===== src/rtl/fws_pkg.sv =====
package fws_pkg;

    typedef enum logic [1:0] {
        ST_IDLE = 2'd0,
        ST_WAIT = 2'd1,
        ST_DONE = 2'd2
    } fws_state_e;

    // largest honoured latency field value (six-clock access)
    localparam int unsigned SAFE_FIELD = 5;

endpackage


===== src/rtl/fws_cfg_reg.sv =====
module fws_cfg_reg #(
    parameter int unsigned CFG_W     = 16,
    parameter int unsigned FIELD_LSB = 12,
    parameter int unsigned FIELD_W   = 4,
    parameter logic [CFG_W-1:0] RESET_VAL = 16'h503A
) (
    input  logic               clk,
    input  logic               rst_n,
    input  logic               we_i,
    input  logic [CFG_W-1:0]   wdata_i,
    output logic [CFG_W-1:0]   rdata_o,
    output logic [FIELD_W-1:0] field_o
);

    logic [CFG_W-1:0] cfg_q;

    always_ff @(posedge clk) begin
        if (!rst_n) begin
            cfg_q <= RESET_VAL;
        end else if (we_i) begin
            cfg_q <= wdata_i;
        end
    end

    assign rdata_o = cfg_q;
    assign field_o = cfg_q[FIELD_LSB +: FIELD_W];

    AST_CFG_WRITE: assert property (@(posedge clk) disable iff (!rst_n)
        we_i |=> (rdata_o == $past(wdata_i)));

endmodule


===== src/rtl/fws_lat_map.sv =====
module fws_lat_map
    import fws_pkg::*;
#(
    parameter int unsigned FIELD_W = 4,
    parameter int unsigned CNT_W   = 3
) (
    input  logic [FIELD_W-1:0] field_i,
    output logic [CNT_W-1:0]   lat_o
);

    localparam logic [FIELD_W-1:0] FIELD_MAX = FIELD_W'(SAFE_FIELD);
    localparam logic [CNT_W-1:0]   LAT_MAX   = CNT_W'(SAFE_FIELD);

    // values above the safe setting fall back to it
    always_comb begin
        if (field_i > FIELD_MAX) begin
            lat_o = LAT_MAX;
        end else begin
            lat_o = CNT_W'(field_i);
        end
    end

endmodule


===== src/rtl/fws_seq.sv =====
module fws_seq
    import fws_pkg::*;
#(
    parameter int unsigned CNT_W = 3
) (
    input  logic             clk,
    input  logic             rst_n,
    input  logic             req_i,
    input  logic [CNT_W-1:0] lat_i,
    output logic             accept_o,
    output logic             rdy_o
);

    localparam logic [CNT_W-1:0] CNT_ONE = CNT_W'(1);
    localparam logic [CNT_W-1:0] CNT_MAX = CNT_W'(SAFE_FIELD);

    fws_state_e       state_q, state_d;
    logic [CNT_W-1:0] cnt_q, cnt_d;

    // state register
    always_ff @(posedge clk) begin
        if (!rst_n) begin
            state_q <= ST_IDLE;
            cnt_q   <= '0;
        end else begin
            state_q <= state_d;
            cnt_q   <= cnt_d;
        end
    end

    // next-state logic; latency is captured only on acceptance
    always_comb begin
        state_d = state_q;
        cnt_d   = cnt_q;
        unique case (state_q)
            ST_IDLE: begin
                if (req_i) begin
                    cnt_d   = lat_i;
                    state_d = (lat_i == '0) ? ST_DONE : ST_WAIT;
                end
            end
            ST_WAIT: begin
                cnt_d = cnt_q - CNT_ONE;
                if (cnt_q == CNT_ONE) begin
                    state_d = ST_DONE;
                end
            end
            ST_DONE: begin
                state_d = ST_IDLE;
            end
            default: begin
                state_d = ST_IDLE;
            end
        endcase
    end

    // outputs
    always_comb begin
        accept_o = (state_q == ST_IDLE) && req_i;
        rdy_o    = (state_q == ST_DONE);
    end

    AST_RDY_PULSE: assert property (@(posedge clk) disable iff (!rst_n)
        rdy_o |=> !rdy_o);

    AST_NO_REACCEPT: assert property (@(posedge clk) disable iff (!rst_n)
        accept_o |=> !accept_o);

    AST_CNT_BOUND: assert property (@(posedge clk) disable iff (!rst_n)
        cnt_q <= CNT_MAX);

    AST_CNT_STEP: assert property (@(posedge clk) disable iff (!rst_n)
        (state_q == ST_WAIT && cnt_q > CNT_ONE)
            |=> (state_q == ST_WAIT && cnt_q == CNT_W'($past(cnt_q) - CNT_ONE)));

    AST_WAIT_TO_DONE: assert property (@(posedge clk) disable iff (!rst_n)
        (state_q == ST_WAIT && cnt_q == CNT_ONE) |=> rdy_o);

endmodule


===== src/rtl/flash_wait_ctrl.sv =====
module flash_wait_ctrl
    import fws_pkg::*;
#(
    parameter int unsigned ADDR_W    = 6,
    parameter int unsigned DATA_W    = 16,
    parameter int unsigned CFG_W     = 16,
    parameter int unsigned FIELD_LSB = 12,
    parameter int unsigned FIELD_W   = 4
) (
    input  logic              clk,
    input  logic              rst_n,
    input  logic              cfg_we,
    input  logic [CFG_W-1:0]  cfg_wdata,
    output logic [CFG_W-1:0]  cfg_rdata,
    input  logic              req,
    input  logic [ADDR_W-1:0] addr,
    output logic              rdy,
    output logic [DATA_W-1:0] rdata,
    output logic              mem_en,
    output logic [ADDR_W-1:0] mem_addr,
    input  logic [DATA_W-1:0] mem_rdata
);

    localparam int unsigned CNT_W = $clog2(SAFE_FIELD + 1);

    logic [FIELD_W-1:0] field;
    logic [CNT_W-1:0]   lat;
    logic               accept;

    fws_cfg_reg #(
        .CFG_W     (CFG_W),
        .FIELD_LSB (FIELD_LSB),
        .FIELD_W   (FIELD_W)
    ) u_cfg (
        .clk     (clk),
        .rst_n   (rst_n),
        .we_i    (cfg_we),
        .wdata_i (cfg_wdata),
        .rdata_o (cfg_rdata),
        .field_o (field)
    );

    fws_lat_map #(
        .FIELD_W (FIELD_W),
        .CNT_W   (CNT_W)
    ) u_map (
        .field_i (field),
        .lat_o   (lat)
    );

    fws_seq #(
        .CNT_W (CNT_W)
    ) u_seq (
        .clk      (clk),
        .rst_n    (rst_n),
        .req_i    (req),
        .lat_i    (lat),
        .accept_o (accept),
        .rdy_o    (rdy)
    );

    // one array read per accepted access; array output holds until next read
    assign mem_en   = accept;
    assign mem_addr = addr;
    assign rdata    = rdy ? mem_rdata : '0;

    AST_READ_BEFORE_RDY: assert property (@(posedge clk) disable iff (!rst_n)
        mem_en |=> !mem_en);

endmodule


===== config.mk =====
export PLATFORM = sky130hd
export DESIGN_NAME = flash_wait_ctrl
export DESIGN_NICKNAME = d
export VERILOG_FILES = /design/src/rtl/fws_pkg.sv /design/src/rtl/fws_cfg_reg.sv /design/src/rtl/fws_lat_map.sv /design/src/rtl/fws_seq.sv /design/src/rtl/flash_wait_ctrl.sv
export SDC_FILE = /design/constraint.sdc
export NUM_CORES = 1
export LEC_CHECK = 0
export CAP_MARGIN = 20
export CORE_MARGIN = 2
export CORE_UTILIZATION = 56
export CTS_CLUSTER_SIZE = 25
export DETAILED_ROUTE_END_ITERATION = 10
export DONT_BUFFER_PORTS = 1
export PLACE_DENSITY_LB_ADDON = 0.05
export REMOVE_ABC_BUFFERS = 1
export SYNTH_ARGS = -nofsm -noshare
export SYNTH_HDL_FRONTEND = slang
export SYNTH_HIERARCHICAL = 1
export SYNTH_SLANG_ARGS = --single-unit

===== constraint.sdc =====
create_clock -name clk -period 1.7 [get_ports clk]
set_clock_uncertainty 0.15 [all_clocks]
set_input_delay 0.085 -clock clk [delete_from_list [all_inputs] [get_ports clk]]
set_output_delay 0.085 -clock clk [all_outputs]
set_load 0.1 [all_outputs]

==> impl_metrics.py, run 1 <==
metrics = {
    "run_status": {
        "status": "did not finish",
        "lastStage": "4_1_cts",
        "error_message": "[ERROR DPL-0033] detailed placement checks failed during check placement.",
    },
    "logic_synthesis": {
        "synthArstFlopShare_pct": 0,
        "avgSynthCellArea_um2": 9.792,
        "synth_area_leaders": "dfxtp_1 (37%), mux2i_1 (14%), and2_2 (8.0%)",
        "synth_adder_area_share_pct": 2.222,
        "yosys-top-cells-count": "dfxtp_1 (21), mux2i_1 (16), and2_2 (12), nor2b_1 (11), buf_4 (10)",
        "yosysSeqAreaShare_pct": 37.33,
        "netlist_area_um2": 1126,
        "ys_seq_elements": 21,
        "syn-instance-count": 115,
        "yosys.area_share.simple_pct": 25.67,
        "synth_top_family_by_area": "simple AND/OR/NAND/NOR gates",
        "synth_mux_area_share_pct": 14.22,
        "yosysMostFrequentCell": "dfxtp_1",
        "ys.flop_type": "dfxtp_1",
        "synth_xor_area_share_pct": 0,
        "synth_cell_type_count": 30,
        "synth_compound_area_share_pct": 8.000,
        "synth.largest_area_cell": "dfxtp_1",
        "synth_edf_count": 0,
        "yosys_warnings": 6,
        "synth.top_cell.area_share_pct": 37.33,
    },
    "clock_network": {
        "cts_sinks": 21,
        "hold_buffers": 33,
        "post_cts_buffers": 0,
        "root_buffer": "clkbuf_4",
        "htree_levels": 1,
        "ctsResizeCount": 5,
        "cts_buffers": 3,
        "clock_path_buffers": 2,
    },
    "placed_design": {
        "placedCellCount": 162,
        "dpl.hpwl_mm": 2.012,
        "post_dp_cell_area_um2": 1496,
        "portBuffers": 0,
        "place_congestion": 0.8478,
    },
    "floorplan": {
        "die_w_um": 48.84,
        "pin_count": 82,
        "die_y_um": 48.84,
        "start_util_pct": 58.59,
        "fp-row-count": 16,
    },
}
[cells by family after synthesis]
| group | Yosys count |
|---|---|
| buffers and inverters | 19 |
| flip-flops | 21 |
| adder cells (fa/ha/maj) | 2 |
| multiplexers | 16 |
| AO/OA/AOI/OAI | 11 |
| AND/OR/NAND/NOR | 46 |
[metrics by stage]
stage	setup slack [ns]	util, %
global placement	0.2197	77.86
detailed placement	0.1511	77.86
floorplan	-1.520	-
==> inputs of run 2 (changes only) <==
--- a/config.mk
+++ b/config.mk
@@ -6,12 +6,11 @@
 export NUM_CORES = 1
 export LEC_CHECK = 0
 export CAP_MARGIN = 20
-export CORE_MARGIN = 2
-export CORE_UTILIZATION = 56
-export CTS_CLUSTER_SIZE = 25
+export CORE_AREA = 2 2 63 65
 export DETAILED_ROUTE_END_ITERATION = 10
+export DIE_AREA = 0 0 65 67
 export DONT_BUFFER_PORTS = 1
-export PLACE_DENSITY_LB_ADDON = 0.05
+export PLACE_DENSITY_LB_ADDON = 0.15
 export REMOVE_ABC_BUFFERS = 1
 export SYNTH_ARGS = -nofsm -noshare
 export SYNTH_HDL_FRONTEND = slang
==> run 2 against run 1 <==
Effect of this change: the run now ends clean; area after synthesis is the same; synthesized cell count is the same.
==> impl_metrics.py, run 2 <==
metrics = {
    "floorplan": {
        "start_util_pct": 31.23,
        "die_w_um": 65,
        "fp-row-count": 22,
        "fp.coreArea_um2": 3606,
        "die_y_um": 67,
        "dieArea_um2": 4355,
        "pin_count": 82,
    },
    "final_layout": {
        "area_growth_syn_to_layout_pct": 72.78,
        "final_cell_mix": "dlygate4sd3_1 (34), dfxtp_1 (20), buf_12 (17)",
        "stdcell_count": 222,
        "largest_reg_flops": 16,
        "final_common_cell": "dlygate4sd3_1",
        "design_area_um2": 1946,
        "drive_above_1_share_pct": 33.33,
        "antennaDiodeCount": 0,
        "seq_area_um2": 421.7,
        "multi_input_area_um2": 585.6,
        "n_fill_cell": 334,
        "final_nets": 219,
    },
    "logic_synthesis": {
        "syn-instance-count": 115,
        "synth.largest_area_cell": "dfxtp_1",
        "avgSynthCellArea_um2": 9.792,
        "synth_edf_count": 0,
        "yosysMostFrequentCell": "dfxtp_1",
        "synth_cell_type_count": 30,
        "ys.flop_type": "dfxtp_1",
        "netlist_area_um2": 1126,
        "synth_area_leaders": "dfxtp_1 (37%), mux2i_1 (14%), and2_2 (8.0%)",
        "ys_seq_elements": 21,
        "yosys-top-cells-count": "dfxtp_1 (21), mux2i_1 (16), and2_2 (12), nor2b_1 (11), buf_4 (10)",
        "yosys_warnings": 6,
        "synth.top_cell.area_share_pct": 37.33,
        "yosysSeqAreaShare_pct": 37.33,
        "synthArstFlopShare_pct": 0,
    },
    "clock_network": {
        "clock_path_buffers": 2,
        "post_cts_buffers": 0,
        "clkTransAtPathRegs_ns": 0.08,
        "cts_sinks": 21,
        "cts_tree": "yes",
        "root_buffer": "clkbuf_8",
        "htree_levels": 1,
        "clock_latency_ns": 0.26,
        "cts_buffers": 3,
    },
    "sta": {
        "timing.final.ws_setup_ns": 0.03730,
        "fin_tns_setup_ns": 0,
        "finalHoldViolations": 0,
        "slew_violations": 0,
        "timing.fmax_mhz": 601.4,
        "min_period_ns": 1.663,
        "fin_crit_sh_pct": 97.81,
        "setup_viol": 0,
        "relSlewSlack_pct": 56.72,
        "rsz0062_at_grt": "false",
        "worst_pin_slew_ns": 0.6471,
    },
    "routing": {
        "routed_wl_mm": 3.002,
        "top_layer_used": "met3",
        "via_per_inst": 4.419,
        "first_pass_iters": 4,
        "vias": 981,
        "post_drt_wl_per_cell_um": 13.52,
        "drtIter0Drc": 15,
        "drc": 0,
        "wl_met3_um": 169,
        "routed-wl-met2_mm": 1.681,
        "detail-route-antenna-nets": 0,
        "wl_met1_mm": 1.151,
    },
    "placed_design": {
        "place_ws_ns": 0.1987,
        "dpl.hpwl_mm": 1.983,
        "place_congestion": 0.7878,
        "portBuffers": 0,
        "post_dp_cell_area_um2": 1535,
        "placedCellCount": 183,
    },
    "setup_path": {
        "required_ns": 1.74,
        "crit_chain": "buf_4 > mux2i_1 > dlygate4sd3_1 > nor2b_1",
        "startpoint": "u_cfg/rdata_o[13]$_SDFFE_PN0P_",
        "reg2reg_slack_ns": 0.04,
        "crit_arrival_ns": 1.70,
        "r2r-start": "u_cfg/rdata_o[13]$_SDFFE_PN0P_",
        "startpoint_type": "flop",
        "critPathMaxStageDelay_ns": 0.58,
        "critPathMaxFanout": 3,
        "cp-end-kind": "flop",
        "slowest_stage": "dlygate4sd3_1",
        "crit_type": "reg2reg",
    },
    "pwr": {
        "powerDensity_nw_per_um2": 794.2,
        "p_leak_nw": 0.8281,
        "peakVddDrop_mv": 0.4945,
        "power_w": 0.001545,
    },
    "global_routing": {
        "grt_max_degree": 22,
        "grt_use_total_pct": 14.15,
        "grt-ovfl-total": 0,
        "antenna_found_initial": 0,
        "grt_pass1_vias": 1028,
        "grt_pass1_wl_mm": 4.726,
    },
    "job": {
        "drv_cap": 0,
    },
    "min_path": {
        "min_path_type": "in2reg",
        "min-delay-start": "req",
    },
    "run_status": {
        "status": "completed",
    },
}
==> run 2: cell counts after synthesis <==
Identical to the previous run, type by type.
==> run 2: worst paths after layout <==
path | to | depth (start not counted)
setup / recovery | u_cfg/rdata_o[13]$_SDFFE_PN0P_ | 4
hold / removal | u_seq/cnt_q[0]$_SDFFE_PN0P_ | 3
setup reg to reg | u_cfg/rdata_o[13]$_SDFFE_PN0P_ | 4
hold reg to reg | u_seq/state_q[1]$_SDFFE_PN0P_ | 1
==> run 2: logic make-up after synthesis <==
family                   count (synthesis)  share of synthesized area (%)
AND/OR/NAND/NOR                         46                          25.67
AO/OA/AOI/OAI                           11                          7.998
multiplexers                            16                          14.22
adder cells (fa/ha/maj)                  2                          2.222
buffers and inverters                   19                          12.55
flip-flops                              21                          37.33
==> run 2: stage by stage <==
stage          utilization (%)  hold WS (ns)
2_1_floorplan                -     -0.003059
3_3_place_gp             42.57    0.00005062
3_5_place_dp             42.57      0.003155
4_1_cts                  53.44      0.007148
5_1_grt                  53.96       0.02064
6_report                 53.96       0.01624
==> run 2: per-layer routing <==
metal,GRT usage [%],vias to the layer above
li1,-,489
met1,14.97,456
met2,27.45,36
met3,4.054,0
met4,3.191,0
met5,0,-
==> run 2: final cells by class <==
cell class	count	area share [%]
Clock inverter	1	0.2572
Multi-Input combinational cell	76	30.10
Inverter	5	1.029
Sequential cell	21	21.67
Clock buffer	3	2.122
Tap cell	48	3.087
Timing Repair Buffer	68	41.74
==> run 2: timing repair <==
action,in CTS,in global routing
gates cloned,0,1
endpoints found under the setup margin,17,17
gates resized for setup,1,3
hold endpoints to repair,21,0
hold buffers,34,0
==> run 2: power by group <==
| group | switching, W | internal, W | leakage [nW] |
|---|---|---|---|
| Clock | 0.000159 | 0.000163 | 0.0255 |
| Combinational | 0.000417 | 0.000243 | 0.628 |
| Sequential | 0.0000339 | 0.000530 | 0.174 |
==> run 2: worst max-delay path: cells and delay by family, from the launching register on <==
family / cells / cell delay [ns]
flip-flops: 1 / 0.34
buffers and inverters: 2 / 0.88
AND/OR/NAND/NOR: 1 / 0.11
multiplexers: 1 / 0.12
(Power assumes the default switching activity.)
==> inputs of run 3 (changes only) <==
--- a/config.mk
+++ b/config.mk
@@ -10,7 +10,7 @@
 export DETAILED_ROUTE_END_ITERATION = 10
 export DIE_AREA = 0 0 65 67
 export DONT_BUFFER_PORTS = 1
-export PLACE_DENSITY_LB_ADDON = 0.15
+export PLACE_DENSITY_LB_ADDON = 0.2
 export REMOVE_ABC_BUFFERS = 1
 export SYNTH_ARGS = -nofsm -noshare
 export SYNTH_HDL_FRONTEND = slang
==> run 3 against run 2 <==
Effect of this change: combinational power about the same; sequential power about the same; worst setup slack improved by 0.034 ns; power about the same; die area unchanged; sequential share of layout area about the same; critical path depth unchanged; register-to-register slack improved by 0.03 ns; global-route usage increased by 0.13 points; maximum frequency increased by 2.1%; largest cell class unchanged.
==> impl_metrics.py, run 3 (synthesized netlist as in run 2, its figures left out) <==
metrics = {
    "run_status": {
        "status": "completed",
    },
    "final_layout": {
        "area_growth_syn_to_layout_pct": 73.22,
        "final_cell_mix": "dlygate4sd3_1 (34), dfxtp_1 (19), buf_12 (17)",
        "final_nets": 219,
        "design_area_um2": 1951,
        "final_common_cell": "dlygate4sd3_1",
        "largest_reg_flops": 16,
        "antennaDiodeCount": 0,
        "utilization_pct": 54.09,
        "n_fill_cell": 317,
        "drive_above_1_share_pct": 33.91,
        "stdcell_count": 222,
    },
    "clock_network": {
        "htree_levels": 1,
        "cts_sinks": 21,
        "clkTransAtPathRegs_ns": 0.07,
        "root_buffer": "clkbuf_8",
        "clock_path_buffers": 2,
        "post_cts_buffers": 0,
        "cts_tree": "yes",
        "cts_buffers": 3,
        "clock_latency_ns": 0.26,
    },
    "sta": {
        "timing.fmax_mhz": 614.1,
        "relSlewSlack_pct": 56.72,
        "fin_tns_setup_ns": 0,
        "setup_viol": 0,
        "min_period_ns": 1.628,
        "fin_crit_sh_pct": 95.78,
        "slew_violations": 0,
        "worst_pin_slew_ns": 0.6471,
        "rsz0062_at_grt": "false",
        "finalHoldViolations": 0,
    },
    "pwr": {
        "powerDensity_nw_per_um2": 791.7,
        "peakVddDrop_mv": 0.4949,
        "p_leak_nw": 0.8293,
        "power_w": 0.001544,
    },
    "floorplan": {
        "dieArea_um2": 4355,
        "die_w_um": 65,
        "start_util_pct": 31.23,
        "pin_count": 82,
        "die_y_um": 67,
        "fp-row-count": 22,
        "fp.coreArea_um2": 3606,
    },
    "job": {
        "drv_cap": 0,
    },
    "global_routing": {
        "antenna_found_initial": 0,
        "grt.met3_usage_pct": 3.547,
        "grt_util_met2_pct": 27.71,
        "grt_pass1_vias": 1097,
        "grt_max_degree": 22,
        "grt_pass1_wl_mm": 4.788,
        "busiest_layer": "met2",
        "grt-ovfl-total": 0,
        "grt_util_met1_pct": 14.43,
        "grt_use_total_pct": 14.29,
    },
    "routing": {
        "post_drt_wl_per_cell_um": 13.76,
        "drc": 0,
        "routed_wl_mm": 3.054,
        "via_per_inst": 4.486,
        "vias": 996,
        "first_pass_iters": 3,
        "detail-route-antenna-nets": 0,
        "drtIter0Drc": 16,
    },
    "setup_path": {
        "crit_type": "reg2reg",
        "crit_arrival_ns": 1.59,
        "cp-end-kind": "flop",
        "required_ns": 1.66,
        "critPathMaxFanout": 2,
        "startpoint_type": "flop",
    },
    "min_path": {
        "min_path_type": "in2out",
    },
    "placed_design": {
        "place_congestion": 0.8289,
        "dpl.hpwl_mm": 2.082,
        "placedCellCount": 183,
        "portBuffers": 0,
        "post_dp_cell_area_um2": 1535,
    },
}
-- run 3: cell count changes in the layout (fill, tap and decap cells not counted) --
cell,previous run,this run
buf_4,16,15
buf_6,1,2
dfxtp_1,20,19
dfxtp_2,1,2
-- run 3: cell type report --
class | count | area, µm² | area share [%]
clock buffer | 3 | 41.29 | 2.117
clock inverter | 1 | 5.005 | 0.2566
inverter | 5 | 20.02 | 1.026
multi-input combinational | 76 | 585.6 | 30.02
sequential | 21 | 422.9 | 21.68
tap | 48 | 60.06 | 3.079
timing repair buffer | 68 | 815.8 | 41.82
-- run 3: per-stage QoR --
| step | worst slack [ns] | hold WS, ns |
|---|---|---|
| after floorplan | -1.520 | -0.003059 |
| after global placement | 0.2445 | -0.0008098 |
| after detailed placement | 0.1717 | 0.001279 |
| after CTS | 0.04546 | 0.01320 |
| after global routing | 0.006774 | 0.02064 |
| final | 0.07167 | 0.02067 |
-- run 3: where the power goes --
group	leakage (nW)	internal, W	switching, W
Clock	0.0255	0.000163	0.000156
Combinational	0.629	0.000244	0.000417
Sequential	0.174	0.000531	0.0000344
Total	0.829	0.000937	0.000607
-- run 3: repair_timing --
| action | in CTS | in global routing |
|---|---|---|
| endpoints found under the setup margin | 17 | 19 |
| cloned | 0 | 1 |
| hold buffers | 34 | 0 |
| resized for setup | 1 | 5 |
| hold endpoints to repair | 21 | 0 |
-- run 3: worst max-delay path: stages (launching register included) --
cell,delay [ns]
dfxtp_1,0.31
buf_4,0.23
mux2i_1,0.17
dlygate4sd3_1,0.57
nand2_1,0.06
-- run 3: per-layer routing --
metal	vias up	wire length, µm
met5	-	0
met4	0	39
met3	4	162
met2	40	1713
met1	463	1139
li1	489	-
-- run 3: worst paths after layout --
kind,start,to,slack (ns),depth (start not counted)
max reg2reg,u_cfg/rdata_o[12]$_SDFFE_PN1P_,u_cfg/rdata_o[12]$_SDFFE_PN1P_,0.07,4
min reg2reg,u_seq/cnt_q[2]$_SDFFE_PN0P_,u_seq/cnt_q[2]$_SDFFE_PN0P_,0.36,2
max,u_cfg/rdata_o[12]$_SDFFE_PN1P_,u_cfg/rdata_o[12]$_SDFFE_PN1P_,0.07,4
min,addr[0],mem_addr[0],0.02,0
==> inputs of run 4 (changes only) <==
--- a/config.mk
+++ b/config.mk
@@ -6,6 +6,8 @@
 export NUM_CORES = 1
 export LEC_CHECK = 0
 export CAP_MARGIN = 20
+export CELL_PAD_IN_SITES_DETAIL_PLACEMENT = 1
+export CELL_PAD_IN_SITES_GLOBAL_PLACEMENT = 2
 export CORE_AREA = 2 2 63 65
 export DETAILED_ROUTE_END_ITERATION = 10
 export DIE_AREA = 0 0 65 67
==> run 4 against run 3 <==
Effect of this change: clock-buffer cell count unchanged; clock power about the same; hold slack unchanged; maximum frequency decreased by 0.13%; sequential power about the same; routed wire length increased by 18%; combinational power increased by 1%; power increased by 0.55%; largest power group unchanged.
==> impl_metrics.py, run 4 (synthesized netlist as in run 2, its figures left out) <==
metrics = {
    "global_routing": {
        "antenna_found_initial": 0,
        "grt-ovfl-total": 0,
        "grt_pass1_vias": 1114,
        "grt_use_total_pct": 17.58,
        "grt_pass1_wl_mm": 5.699,
        "grt_max_degree": 22,
    },
    "placed_design": {
        "placedCellCount": 183,
        "dpl.hpwl_mm": 2.224,
        "place_congestion": 0.7170,
        "portBuffers": 0,
    },
    "routing": {
        "top_layer_used": "met4",
        "vias": 979,
        "routed-wl-met2_mm": 2.150,
        "drtIter0Drc": 25,
        "routed_wl_mm": 3.591,
        "drc": 0,
        "post_drt_wl_per_cell_um": 16.18,
        "via_per_inst": 4.410,
        "wl_met3_um": 203,
        "first_pass_iters": 4,
        "wl_met1_mm": 1.225,
        "detail-route-antenna-nets": 0,
    },
    "setup_path": {
        "crit_chain": "buf_6 > mux2i_1 > dlygate4sd3_1 > nor2b_1",
        "crit_type": "reg2reg",
        "crit_buf_inv": 2,
        "critPathTopFamily": "buffers and inverters",
        "cp-end-kind": "flop",
        "slowest_stage": "dlygate4sd3_1",
        "required_ns": 1.75,
        "critPathMaxFanout": 4,
        "startpoint_type": "flop",
        "crit_arrival_ns": 1.68,
        "critPathMaxStageDelay_ns": 0.57,
    },
    "pwr": {
        "intPower_w": 0.0009372,
        "swShare_pct": 39.65,
        "combPwrFrac_pct": 43.1,
        "p_leak_nw": 0.8280,
        "peakVddDrop_mv": 0.4969,
        "power_frac_clock_pct": 20.5,
        "p_sw_w": 0.0006156,
        "p_seq_share_pct": 36.4,
        "powerDensity_nw_per_um2": 797.1,
    },
    "final_layout": {
        "final_common_cell": "dlygate4sd3_1",
        "multi_input_area_um2": 580.6,
        "largest_reg_flops": 16,
        "final_nets": 219,
        "final_cell_mix": "dlygate4sd3_1 (34), dfxtp_1 (20), buf_12 (17)",
        "n_fill_cell": 394,
        "drive_above_1_share_pct": 33.33,
        "antennaDiodeCount": 0,
        "seq_area_um2": 421.7,
        "stdcell_count": 222,
        "area_growth_syn_to_layout_pct": 73.00,
    },
    "sta": {
        "relSlewSlack_pct": 54.43,
        "setup_viol": 0,
        "worst_pin_slew_ns": 0.6813,
        "fin_crit_sh_pct": 95.91,
        "min_period_ns": 1.630,
        "finalHoldViolations": 0,
        "rsz0062_at_grt": "false",
        "timing.fmax_mhz": 613.4,
        "slew_violations": 0,
        "fin_tns_setup_ns": 0,
    },
    "floorplan": {
        "dieArea_um2": 4355,
        "start_util_pct": 31.23,
        "die_y_um": 67,
        "fp-row-count": 22,
        "die_w_um": 65,
        "fp.coreArea_um2": 3606,
        "pin_count": 82,
    },
    "min_path": {
        "min_path_type": "in2out",
    },
    "job": {
        "drv_cap": 0,
    },
    "clock_network": {
        "cts_buffers": 3,
        "post_cts_buffers": 0,
        "cts_tree": "yes",
        "cts_sinks": 21,
        "clkTransAtPathRegs_ns": 0.08,
        "root_buffer": "clkbuf_8",
        "clock_latency_ns": 0.25,
        "clock_path_buffers": 2,
        "htree_levels": 1,
    },
    "run_status": {
        "status": "completed",
    },
}
run 4: cell count changes in the layout (fill, tap and decap cells not counted):
cell,before,now
buf_4,15,14
buf_6,2,3
dfxtp_1,19,20
dfxtp_2,2,1
nor2b_2,0,1
nor2b_4,2,1
run 4: repair_timing:
item                                    in CTS  in global routing
endpoints found under the setup margin      17                 19
cloned                                       0                  1
endpoints found under the hold margin       21                  0
resized for setup                            1                  4
hold buffers                                34                  0
run 4: area by class of cell:
class                           count  share of cell area, %
Timing Repair Buffer               68                  42.07
Clock buffer                        3                  2.119
Multi-Input combinational cell     76                  29.80
Inverter                            5                  1.028
Sequential cell                    21                  21.64
Clock inverter                      1                 0.2569
Tap cell                           48                  3.083
run 4: layer usage:
| metal | track usage (%) | vias to the layer above |
|---|---|---|
| li1 | - | 488 |
| met1 | 16.29 | 452 |
| met2 | 36.98 | 37 |
| met3 | 5.068 | 2 |
| met4 | 3.989 | 0 |
| met5 | 0 | - |
run 4: final timing paths:
| path | start | to | slack, ns | cells past startpoint |
|---|---|---|---|---|
| hold / removal | addr[0] | mem_addr[0] | 0.02 | 0 |
| setup reg to reg | u_cfg/rdata_o[15]$_SDFFE_PN0P_ | u_cfg/rdata_o[15]$_SDFFE_PN0P_ | 0.07 | 4 |
| setup / recovery | u_cfg/rdata_o[15]$_SDFFE_PN0P_ | u_cfg/rdata_o[15]$_SDFFE_PN0P_ | 0.07 | 4 |
| hold reg to reg | u_seq/state_q[1]$_SDFFE_PN0P_ | u_seq/state_q[1]$_SDFFE_PN0P_ | 0.35 | 1 |
run 4: power groups by stage:
stage / Combinational (W) / Sequential, W / Clock, W
final: 0.000669 / 0.000565 / 0.000319
after global routing: 0.000700 / 0.000570 / 0.000357
after CTS: 0.000660 / 0.000560 / 0.000330
after detailed placement: 0.000575 / 0.000569 / 0
after global placement: 0.000568 / 0.000567 / 0
after floorplan: 0.000267 / 0.000727 / 0
run 4: per-stage QoR:
| stage | instance area [µm²] | hold WS, ns | util [%] | setup WS (ns) | total power, W |
|---|---|---|---|---|---|
| 2_1_floorplan | 1005 | -0.003059 | - | -1.520 | 0.0009936 |
| 3_3_place_gp | 1535 | 0.0008242 | 42.57 | 0.2206 | 0.001135 |
| 3_5_place_dp | 1535 | 0.004029 | 42.57 | 0.1828 | 0.001145 |
| 4_1_cts | 1927 | 0.01475 | 53.44 | 0.02683 | 0.001551 |
| 5_1_grt | 1948 | 0.02064 | 54.03 | 0.004710 | 0.001628 |
| 6_report | 1948 | 0.02067 | 54.03 | 0.06961 | 0.001553 |
